## src/rtl/opt_pulse_pkg.sv

```systemverilog
package opt_pulse_pkg;
   typedef enum logic [1:0] {
      OM_FORCE_LO = 2'b00,
      OM_FORCE_HI = 2'b01,
      OM_WIN_HI   = 2'b10,
      OM_WIN_LO   = 2'b11
   } out_mode_e;

   function automatic logic is_window_mode(input out_mode_e m);
      return m[1];
   endfunction
endpackage

```

## src/rtl/opt_pulse_sync.sv

```systemverilog
module opt_pulse_sync #(
   parameter int SYNC_STAGES = 2
) (
   input  logic clk,
   input  logic rst,
   input  logic trig_in,
   output logic early_rise,
   output logic sync_rise
);
   localparam int CHAIN_W = SYNC_STAGES + 1;

   generate
      if (SYNC_STAGES < 2) begin : g_bad_stages
         $error("opt_pulse_sync: SYNC_STAGES must be at least 2");
      end
   endgenerate

   // stages 0..SYNC_STAGES-1 form the synchroniser, the last bit is the
   // delayed copy used by the edge detector
   logic [CHAIN_W-1:0] chain_q;

   always_ff @(posedge clk) begin
      if (rst) chain_q <= '0;
      else     chain_q <= {chain_q[CHAIN_W-2:0], trig_in};
   end

   assign early_rise = chain_q[0] & ~chain_q[1];
   assign sync_rise  = chain_q[SYNC_STAGES-1] & ~chain_q[SYNC_STAGES];
endmodule

```

## src/rtl/opt_pulse_counter.sv

```systemverilog
module opt_pulse_counter #(
   parameter int CNT_W = 16
) (
   input  logic             clk,
   input  logic             rst,
   input  logic             start_req,
   input  logic             single_shot,
   input  logic [CNT_W-1:0] rld_val,
   output logic             run_q,
   output logic             run_n,
   output logic [CNT_W-1:0] cnt_q,
   output logic [CNT_W-1:0] cnt_n,
   output logic             wrap,
   output logic             upd_q
);
   localparam logic [CNT_W-1:0] CNT_ONE = CNT_W'(1);

   generate
      if (CNT_W < 2) begin : g_bad_width
         $error("opt_pulse_counter: CNT_W must be at least 2");
      end
   endgenerate

   always_comb begin
      run_n = run_q;
      cnt_n = cnt_q;
      wrap  = 1'b0;
      if (start_req && !run_q) begin
         run_n = 1'b1;
         cnt_n = '0;
      end else if (run_q) begin
         if (cnt_q == rld_val) begin
            wrap  = 1'b1;
            cnt_n = '0;
            run_n = ~single_shot;
         end else begin
            cnt_n = cnt_q + CNT_ONE;
         end
      end
   end

   always_ff @(posedge clk) begin
      if (rst) begin
         run_q <= 1'b0;
         cnt_q <= '0;
         upd_q <= 1'b0;
      end else begin
         run_q <= run_n;
         cnt_q <= cnt_n;
         upd_q <= wrap;
      end
   end
endmodule

```

## src/rtl/opt_pulse_shaper.sv

```systemverilog
module opt_pulse_shaper
   import opt_pulse_pkg::*;
#(
   parameter int CNT_W    = 16,
   parameter bit HAS_FAST = 1'b1
) (
   input  logic             clk,
   input  logic             rst,
   input  logic             early_rise,
   input  logic             run_q,
   input  logic             run_n,
   input  logic [CNT_W-1:0] cnt_n,
   input  logic             wrap,
   input  logic [CNT_W-1:0] cmp_val,
   input  logic [CNT_W-1:0] rld_val,
   input  out_mode_e        mode,
   input  logic             fast_en,
   output logic             out_q
);
   logic forced_n;
   logic win_n;
   logic out_n;

   generate
      if (HAS_FAST) begin : g_fast
         logic forced_q;
         always_comb begin
            forced_n = forced_q;
            if (wrap) forced_n = 1'b0;
            if (early_rise && fast_en && is_window_mode(mode) && !run_q)
               forced_n = 1'b1;
         end
         always_ff @(posedge clk) begin
            if (rst) forced_q <= 1'b0;
            else     forced_q <= forced_n;
         end
      end else begin : g_no_fast
         assign forced_n = 1'b0;
      end
   endgenerate

   always_comb begin
      if (run_n) win_n = (cnt_n < rld_val) && ((cnt_n >= cmp_val) || forced_n);
      else       win_n = forced_n;
   end

   always_comb begin
      case (mode)
         OM_FORCE_LO: out_n = 1'b0;
         OM_FORCE_HI: out_n = 1'b1;
         OM_WIN_HI:   out_n = win_n;
         OM_WIN_LO:   out_n = ~win_n;
         default:     out_n = 1'b0;
      endcase
   end

   always_ff @(posedge clk) begin
      if (rst) out_q <= 1'b0;
      else     out_q <= out_n;
   end
endmodule

```

## src/rtl/opt_pulse_timer.sv

```systemverilog
module opt_pulse_timer
   import opt_pulse_pkg::*;
#(
   parameter int CNT_W       = 16,
   parameter int SYNC_STAGES = 2,
   parameter bit HAS_FAST    = 1'b1
) (
   input  logic             clk,
   input  logic             rst,
   input  logic             trig_in,
   input  logic [CNT_W-1:0] cmp_val,
   input  logic [CNT_W-1:0] rld_val,
   input  logic             single_shot,
   input  logic [1:0]       out_mode,
   input  logic             fast_en,
   output logic             pulse_out,
   output logic             running,
   output logic             update_stb
);
   logic             early_rise;
   logic             sync_rise;
   logic             run_n;
   logic [CNT_W-1:0] cnt_now;
   logic [CNT_W-1:0] cnt_n;
   logic             wrap;
   out_mode_e        mode;

   assign mode = out_mode_e'(out_mode);

   opt_pulse_sync #(.SYNC_STAGES(SYNC_STAGES)) i_sync (
      .clk        (clk),
      .rst        (rst),
      .trig_in    (trig_in),
      .early_rise (early_rise),
      .sync_rise  (sync_rise)
   );

   opt_pulse_counter #(.CNT_W(CNT_W)) i_cnt (
      .clk         (clk),
      .rst         (rst),
      .start_req   (sync_rise),
      .single_shot (single_shot),
      .rld_val     (rld_val),
      .run_q       (running),
      .run_n       (run_n),
      .cnt_q       (cnt_now),
      .cnt_n       (cnt_n),
      .wrap        (wrap),
      .upd_q       (update_stb)
   );

   opt_pulse_shaper #(.CNT_W(CNT_W), .HAS_FAST(HAS_FAST)) i_shape (
      .clk        (clk),
      .rst        (rst),
      .early_rise (early_rise),
      .run_q      (running),
      .run_n      (run_n),
      .cnt_n      (cnt_n),
      .wrap       (wrap),
      .cmp_val    (cmp_val),
      .rld_val    (rld_val),
      .mode       (mode),
      .fast_en    (fast_en),
      .out_q      (pulse_out)
   );
endmodule

```

## config.mk

```make
export PLATFORM = sky130hd
export DESIGN_NAME = opt_pulse_timer
export DESIGN_NICKNAME = d
export VERILOG_FILES = /design/src/rtl/opt_pulse_pkg.sv /design/src/rtl/opt_pulse_sync.sv /design/src/rtl/opt_pulse_counter.sv /design/src/rtl/opt_pulse_shaper.sv /design/src/rtl/opt_pulse_timer.sv
export SDC_FILE = /design/constraint.sdc
export NUM_CORES = 1
export LEC_CHECK = 0
export CAP_MARGIN = 0
export CORE_MARGIN = 3
export CORE_UTILIZATION = 50
export CTS_CLUSTER_SIZE = 10
export DETAILED_ROUTE_END_ITERATION = 10
export PLACE_DENSITY = 0.78
export SLEW_MARGIN = 20
export SYNTH_ARGS = -nofsm -noshare
export SYNTH_HDL_FRONTEND = slang
export SYNTH_SLANG_ARGS = --single-unit
```

## constraint.sdc

```tcl
create_clock -name clk -period 11.09 [get_ports clk]
set_clock_uncertainty 0.15 [all_clocks]
set_input_delay 2.218 -clock clk [delete_from_list [all_inputs] [get_ports clk]]
set_output_delay 2.218 -clock clk [all_outputs]
set_load 0.1 [all_outputs]
```

==> results of run 1 <==
-- cell families (layout without fill, tap and decap cells) --
group | after synthesis | after routing | synth area share
buf+inv | 38 | 79 | 0.0733
xor+xnor | 28 | 28 | 0.122
compound gates | 34 | 34 | 0.117
fa+ha+maj | 32 | 32 | 0.199
flops | 23 | 23 | 0.229
mux | 2 | 2 | 0.0124
simple gates | 95 | 95 | 0.248
-- power by group --
| group | total [mW] | internal, mW | switching [mW] |
|---|---|---|---|
| Clock | 0.0536 | 0.0252 | 0.0284 |
| Combinational | 0.0431 | 0.0227 | 0.0204 |
| Sequential | 0.0861 | 0.0842 | 0.00185 |
-- worst max-delay path, cell delays in order --
cell and delay [ns]:
sky130_fd_sc_hd__clkdlybuf4s50_1 0.45, sky130_fd_sc_hd__xor2_1 0.19, sky130_fd_sc_hd__nor4_1 0.43, sky130_fd_sc_hd__nand4_2 0.28
sky130_fd_sc_hd__or2_2 0.38, sky130_fd_sc_hd__nand2_1 0.36, sky130_fd_sc_hd__nor2_1 0.14, sky130_fd_sc_hd__ha_1 0.33
sky130_fd_sc_hd__a21oi_1 0.12, sky130_fd_sc_hd__o21ai_0 0.12, sky130_fd_sc_hd__or4_1 0.46, sky130_fd_sc_hd__nor4b_2 0.26
sky130_fd_sc_hd__o311ai_1 0.13, sky130_fd_sc_hd__mux2_4 0.31
-- metrics by stage --
stage | util | setup slack, ns
floorplan | - | 5.70
global placement | 0.653 | 4.78
detailed placement | 0.653 | 4.68
CTS | 0.666 | 4.94
global route | 0.666 | 4.59
finish | 0.666 | 4.93
-- final cells by class --
class | instances | area share
Timing Repair Buffer | 41 | 0.164
Tap cell | 48 | 0.0239
Clock inverter | 1 | 0.00199
Sequential cell | 23 | 0.183
Clock buffer | 3 | 0.0165
Multi-Input combinational cell | 191 | 0.560
Inverter | 34 | 0.0508
-- placed cells by master, fill, tap and decap left out, types with 2 or more instances in the layout --
cell / Yosys / final
sky130_fd_sc_hd__dfxtp_1: 23 / 23
sky130_fd_sc_hd__a21oi_1: 9 / 9
sky130_fd_sc_hd__nand2_1: 13 / 13
sky130_fd_sc_hd__nor3_1: 2 / 2
sky130_fd_sc_hd__and3_1: 4 / 4
sky130_fd_sc_hd__nand4_1: 10 / 10
sky130_fd_sc_hd__xnor2_1: 4 / 4
sky130_fd_sc_hd__o21ai_0: 8 / 8
sky130_fd_sc_hd__clkbuf_8: 0 / 3
sky130_fd_sc_hd__and2_1: 3 / 3
sky130_fd_sc_hd__nand3_1: 4 / 4
sky130_fd_sc_hd__ha_1: 32 / 32
sky130_fd_sc_hd__nor4_2: 2 / 2
sky130_fd_sc_hd__nor2b_1: 8 / 8
sky130_fd_sc_hd__nor2_1: 37 / 37
sky130_fd_sc_hd__and3_2: 2 / 2
sky130_fd_sc_hd__inv_1: 34 / 34
sky130_fd_sc_hd__xor2_1: 24 / 24
sky130_fd_sc_hd__a21o_1: 2 / 2
sky130_fd_sc_hd__nor4_1: 2 / 2
sky130_fd_sc_hd__a211oi_1: 2 / 2
sky130_fd_sc_hd__or2_2: 2 / 2
sky130_fd_sc_hd__clkdlybuf4s50_1: 0 / 41
-- metal layers --
metal / GRT usage / routed length [um]
met5: 0 / 0
met4: 0.0282 / 5
met3: 0.0478 / 308
met2: 0.349 / 2250
met1: 0.259 / 2070
-- worst max path at each step --
stage	endpoint	slack (ns)	cells after the start
after floorplan	i_shape.out_q$_SDFF_PP0_	5.70	14
after global placement	i_shape.out_q$_SDFF_PP0_	4.78	14
after detailed placement	i_shape.out_q$_SDFF_PP0_	4.68	14
after CTS	i_shape.out_q$_SDFF_PP0_	4.94	14
after global routing	i_shape.out_q$_SDFF_PP0_	4.59	15
final	i_shape.out_q$_SDFF_PP0_	4.93	14
-- registers in the layout, summed over array words and instances, names as in the netlist --
name                     count
i_cnt.upd_q                  1
i_cnt.run_q                  1
i_sync.chain_q               3
i_shape.out_q                1
i_cnt.cnt_q                 16
i_shape.g_fast.forced_q      1
==> results.tsv, run 1 <==
stage	metric	value	unit
power	total power divided by cell area	72.8	nW/um^2
timing	worst hold-check slack	0.319	ns
timing	transition time of the tightest slew-check pin	0.967	ns
synth	count of state elements after synthesis	23	
timing	final hold violations	0	
worst_setup_path	data required time at the worst endpoint	11.11	ns
outcome	run status	complete, no violations	
place	DPL Wire Length	3840	um
synth	share of Yosys cell area claimed by the top area cell type	0.229	
clock_tree	total of cells resized after clock tree synthesis	0	
worst_hold_path	type of the tightest min-delay check	reg -> reg	
timing	worst rel slew slack	0.354	
power	maximum ir drop on the vdd rail	0.0575	mV
worst_setup_path	critical-path maximum fanout	13	
worst_setup_path	CP endpoint kind	register	
clock_tree	clock insertion delay at the later pin of the skew report	0.27	ns
grt	largest net degree at the start of global routing	14	
floorplanning	area of the core region	3770	um^2
worst_setup_path	category of the critical setup timing path	in -> reg	
final_layout	post-route standard cell area excluding fillers	2510	um^2
place	I/O Buffers	41	
grt	total congestion overflow after global routing	0	
synth	post-synthesis instance total	252	
run	number of violations of the max-capacitance limit	0	
synth	post-synth top area cell	sky130_fd_sc_hd__dfxtp_1	
clock_tree	CTS buffer count	3	
worst_setup_path	terminus of the critical flop-to-flop path	i_shape.out_q$_SDFF_PP0_	
drt	per-cell via count in the routed design	5.36	
synth	synthesized area	2010	um^2
final_layout	total of fill cells in the finished design	333	
worst_setup_path	critical path arrival	6.18	ns
drt	Via Count	1827	
floorplanning	width of the die	69.5	um
worst_setup_path	start point of the critical path	rld_val[11]	
worst_setup_path	cells on worst reg2reg path	13	
drt	violation count after the first detailed-routing iteration	67	
place	placed cell areas	2460	um^2
worst_setup_path	Startpoint Class	input port	
synth	post-synth cell types	45	
synth	fraction of the yosys area taken by sequential cells	0.229	
timing	final setup TNS	0	ns
final_layout	fraction of layout instances using a drive strength above 1	0.0580	
grt	global-route usage over all layers	0.201	
final_layout	Area Growth Syn to Fin	24.7	%
synth	number of synthesized flops with an enable pin	0	
drt	post-detailed-routing wire length	4640	um
floorplanning	starting density of the core	0.534	
timing	setup-violating endpoint count in the final report	0	
timing	RSZ-0062 raised after global routing	false	
timing	final critical delay including setup and external delays	6.16	ns
place	cell total after placement	337	
drt	final antenna-violating net count	0	
floorplanning	die area	4820	um^2
grt	initial antenna violation count	0	
floorplanning	std cell rows	22	
drt	average routed wire per standard cell	13.6	um
final_layout	sequential cell area	460	um^2
floorplanning	Ports	42	
worst_setup_path	launch point of the worst reg-to-reg path	i_cnt.cnt_q[11]$_SDFF_PP0_	
synth	per-instance average area after synthesis	7.99	um^2
floorplanning	height of the chip	69.5	um
synth	count of warnings emitted by yosys	0	
clock_tree	number of hold-repair buffers added at the cts stage	0	
drt	Pre-Repair DR Iteration Count	4	
synth	top area cells in the synthesized netlist	sky130_fd_sc_hd__dfxtp_1 23%, sky130_fd_sc_hd__ha_1 20%, sky130_fd_sc_hd__xor2_1 10%, sky130_fd_sc_hd__nor2_1 6.9%, sky130_fd_sc_hd__inv_1 6.3%	
grt	wire length of the first global-routing pass	7990	um
drt	drc violations	0	
synth	proportion of synthesized flip-flops having asynchronous set or reset	0	
clock_tree	CTS root buf	sky130_fd_sc_hd__clkbuf_8	
clock_tree	clock buffer depth	2	
clock_tree	Post-CTS Setup Repair Bufs	0	
worst_hold_path	Worst Hold Path EP	i_sync.chain_q[1]$_SDFF_PP0_	
power	Final Total Pwr	183	uW
timing	pins over their slew limit	0	
final_layout	NumNets Final	365	
place	placer's final routability congestion estimate	0.814	
clock_tree	clock sink count	23	
final_layout	area taken by multi-input logic gates	1410	um^2
grt	number of global-route vias before repair	1811	
clock_tree	Worst-path clk slew	0.08	ns
worst_hold_path	min-delay src	i_sync.chain_q[0]$_SDFF_PP0_	
final_layout	number of standard cells in the layout, taps in and fillers out	341	
power	P_leak	1.23	nW
worst_setup_path	setup slack, reg-to-reg	6.99	ns
timing	final critical-path share of the clock period	0.555	
synth	syn_nets	323	
synth	Top FF cell, synth	sky130_fd_sc_hd__dfxtp_1	
timing	Fmax	162	MHz
final_layout	diode insertion count for antenna repair	0	
worst_hold_path	hold path depth	1	
clock_tree	number of H-tree levels	1	
clock_tree	clock tree from TritonCTS	built	
synth	most common cell in the synthesized netlist	sky130_fd_sc_hd__nor2_1	
synth	most common library cells after synthesis	37 x sky130_fd_sc_hd__nor2_1, 34 x sky130_fd_sc_hd__inv_1, 32 x sky130_fd_sc_hd__ha_1	
No activity file was read; power rests on OpenSTA's default activity.
==> inputs of run 2 (changes only) <==
Settings changed: CORE_UTILIZATION 50 to 47, PLACE_DENSITY 0.78 to 0.77.
Clock period 11.09 ns to 5.6 ns, I/O delays scaled along.
==> run 2 against run 1 <==
Against the previous run:
- first-iteration DRC count up 42%
- worst hold slack worse by 0.010 ns
- global-route usage down 0.48 points
- power up 99%
- sequential cell count unchanged
- utilization down 4.6 points
- cell count up 0.59%
- register-to-register slack worse by 5.6 ns
- clock power up 98%
- routed wire length up 7.1%
- die area up 5.8%
==> results.tsv, run 2 (same netlist as run 1, synthesis figures left out) <==
stage	metric	value	unit	change
power	maximum ir drop on the vdd rail	0.0958	mV	+67%
timing	pins over their slew limit	0		unchanged
timing	worst rel slew slack	0.355		+0.00148
power	total power divided by cell area	144	nW/um^2	+98%
timing	RSZ-0062 raised after global routing	false		
power	Sw Ratio	0.280		+0.00239
outcome	run status	complete, no violations		
floorplanning	die area	5100	um^2	+5.8%
grt	global-route usage over all layers	0.197		-0.00482
timing	setup-violating endpoint count in the final report	0		unchanged
grt	total congestion overflow after global routing	0		unchanged
worst_setup_path	CP endpoint kind	register		
clock_tree	Post-CTS Setup Repair Bufs	0		unchanged
clock_tree	total of cells resized after clock tree synthesis	0		unchanged
clock_tree	CTS root buf	sky130_fd_sc_hd__clkbuf_8		
drt	Pre-Repair DR Iteration Count	5		+1
drt	met2 wire length	2520	um	+12%
timing	final setup TNS	0	ns	unchanged
worst_setup_path	category of the critical setup timing path	in -> reg		
worst_setup_path	cells on worst reg2reg path	14		+1
timing	final critical-path share of the clock period	0.923		
final_layout	commonest cells after routing, fill and taps aside	41 x sky130_fd_sc_hd__clkdlybuf4s50_1, 37 x sky130_fd_sc_hd__nor2_1, 34 x sky130_fd_sc_hd__inv_1, 32 x sky130_fd_sc_hd__ha_1, 24 x sky130_fd_sc_hd__xor2_1		
floorplanning	width of the die	71.4	um	+2.9%
drt	post-detailed-routing wire length	4960	um	+7.1%
worst_setup_path	setup slack, reg-to-reg	1.37	ns	-5.62 ns
power	sequential share of power	0.470		about the same
clock_tree	clock tree from TritonCTS	built		
power	cell internal power dissipation	261	uW	+98%
floorplanning	height of the chip	71.4	um	+2.9%
final_layout	most common cell after layout, fill and taps aside	sky130_fd_sc_hd__clkdlybuf4s50_1		
place	I/O Buffers	41		unchanged
worst_setup_path	critical-path maximum fanout	13		unchanged
clock_tree	clock insertion delay at the later pin of the skew report	0.27	ns	about the same
worst_setup_path	launch point of the worst reg-to-reg path	i_cnt.cnt_q[4]$_SDFF_PP0_		
place	DPL Wire Length	4120	um	+7.3%
drt	drc violations	0		unchanged
drt	met1 wire length	2130	um	+2.8%
final_layout	Largest register FFs	16		unchanged
clock_tree	number of hold-repair buffers added at the cts stage	0		unchanged
final_layout	largest reg by FF count	i_cnt.cnt_q		
drt	average routed wire per standard cell	14.5	um	+6.5%
timing	worst hold-check slack	0.309	ns	-0.0100 ns
place	post-place setup slack	0.209	ns	-4.47 ns
final_layout	Top Registers	i_cnt.cnt_q x16, i_sync.chain_q x3		
final_layout	total of fill cells in the finished design	379		+14%
floorplanning	area of the core region	4060	um^2	+7.6%
power	Final Total Pwr	363	uW	+99%
power	P_leak	1.23	nW	unchanged
worst_setup_path	Startpoint Class	input port		
final_layout	NumNets Final	365		unchanged
worst_hold_path	hold path depth	1		unchanged
worst_hold_path	type of the tightest min-delay check	reg -> reg		
run	number of violations of the max-capacitance limit	0		unchanged
grt	wire length of the first global-routing pass	7990	um	unchanged
floorplanning	Ports	42		unchanged
floorplanning	starting density of the core	0.496		-0.0377
power	Gate power share	0.239		+0.003
worst_hold_path	min-delay src	i_sync.chain_q[0]$_SDFF_PP0_		
worst_setup_path	terminus of the critical flop-to-flop path	i_shape.out_q$_SDFF_PP0_		
place	placer's final routability congestion estimate	0.900		+11%
floorplanning	std cell rows	23		+4.5%
clock_tree	CTS buffer count	3		unchanged
power	NetSw	102	uW	+100%
drt	highest layer used for signal routing	met4		
timing	Fmax	194	MHz	
drt	per-cell via count in the routed design	5.38		+0.40%
worst_setup_path	data required time at the worst endpoint	5.61	ns	-5.50 ns
worst_setup_path	critical path arrival	5.18	ns	-1.00 ns
worst_hold_path	Worst Hold Path EP	i_sync.chain_q[1]$_SDFF_PP0_		
final_layout	diode insertion count for antenna repair	0		unchanged
final_layout	fraction of layout instances using a drive strength above 1	0.0580		unchanged
clock_tree	clock buffer depth	2		unchanged
timing	final critical delay including setup and external delays	5.17	ns	
grt	initial antenna violation count	0		unchanged
timing	setup slack of the critical path after layout	0.432	ns	-4.50 ns
timing	final hold violations	0		unchanged
clock_tree	clock sink count	23		unchanged
grt	largest net degree at the start of global routing	14		unchanged
clock_tree	Worst-path clk slew	0.09	ns	about the same
timing	transition time of the tightest slew-check pin	0.964	ns	-0.00222 ns
drt	final antenna-violating net count	0		unchanged
power	proportion of power drawn by the clock network	0.292		about the same
clock_tree	number of H-tree levels	1		unchanged
drt	Via Count	1845		+0.99%
grt	number of global-route vias before repair	1820		+0.50%
final_layout	Area Growth Syn to Fin	24.8	%	about the same
drt	met3 layer wire length in the routed design	282	um	-8.4%
drt	violation count after the first detailed-routing iteration	95		+42%
run 2: cell counts in the layout (fill, tap and decap cells not counted):
No cell type changed its count.
run 2: how the worst max path moves through the flow:
stage	slack [ns]	end	cells after the start	startpoint
after floorplan	1.31	i_shape.out_q$_SDFF_PP0_	14	rld_val[12]
after global placement	0.29	i_shape.out_q$_SDFF_PP0_	14	rld_val[11]
after detailed placement	0.21	i_shape.out_q$_SDFF_PP0_	14	rld_val[11]
after CTS	0.48	i_shape.out_q$_SDFF_PP0_	15	rld_val[11]
after global routing	0.09	i_shape.out_q$_SDFF_PP0_	15	rld_val[11]
final	0.43	i_shape.out_q$_SDFF_PP0_	15	rld_val[11]
run 2: through the flow:
step | instance area [um^2] | std cells | util
after floorplan | 2010 | 252 | -
after global placement | 2470 | 339 | 0.608
after detailed placement | 2470 | 339 | 0.608
after CTS | 2510 | 343 | 0.619
after global routing | 2510 | 343 | 0.619
final | 2510 | 343 | 0.619
run 2: area by class of cell:
class / count / area (um^2) / share of cell area
multi-input cells: 191 / 1410 / 0.559
flip-flops and latches: 23 / 460 / 0.183
repair buffers: 41 / 410 / 0.163
inverters: 34 / 128 / 0.0508
well taps: 50 / 62.6 / 0.0249
clock buffers: 3 / 41.3 / 0.0164
clock inverters: 1 / 5.00 / 0.00199
run 2: routing by layer:
metal,GRT usage,vias up
met5,0,-
met4,0.0292,0
met3,0.0379,4
met2,0.361,51
met1,0.241,844
li1,-,946
run 2: worst max-delay path, cell delays in order:
cell	delay, ns
sky130_fd_sc_hd__clkdlybuf4s50_1	0.46
sky130_fd_sc_hd__xor2_1	0.18
sky130_fd_sc_hd__nor4_1	0.56
sky130_fd_sc_hd__nand4_2	0.29
sky130_fd_sc_hd__or2_2	0.38
sky130_fd_sc_hd__nand2_1	0.37
sky130_fd_sc_hd__nor2_1	0.14
sky130_fd_sc_hd__ha_1	0.32
sky130_fd_sc_hd__a211oi_1	0.07
sky130_fd_sc_hd__o21ai_0	0.17
sky130_fd_sc_hd__o211ai_1	0.11
sky130_fd_sc_hd__a21oi_1	0.25
sky130_fd_sc_hd__nor3_1	0.09
sky130_fd_sc_hd__o311ai_1	0.34
sky130_fd_sc_hd__mux2_4	0.33
run 2: power by group through the flow:
stage                     Sequential [mW]  Clock, mW  Combinational (mW)
after detailed placement            0.174          0              0.0861
after floorplan                     0.180          0              0.0389
after CTS                           0.170      0.109              0.0871
after global routing                0.171      0.114              0.0951
final                               0.170      0.106              0.0867
after global placement              0.174          0              0.0851
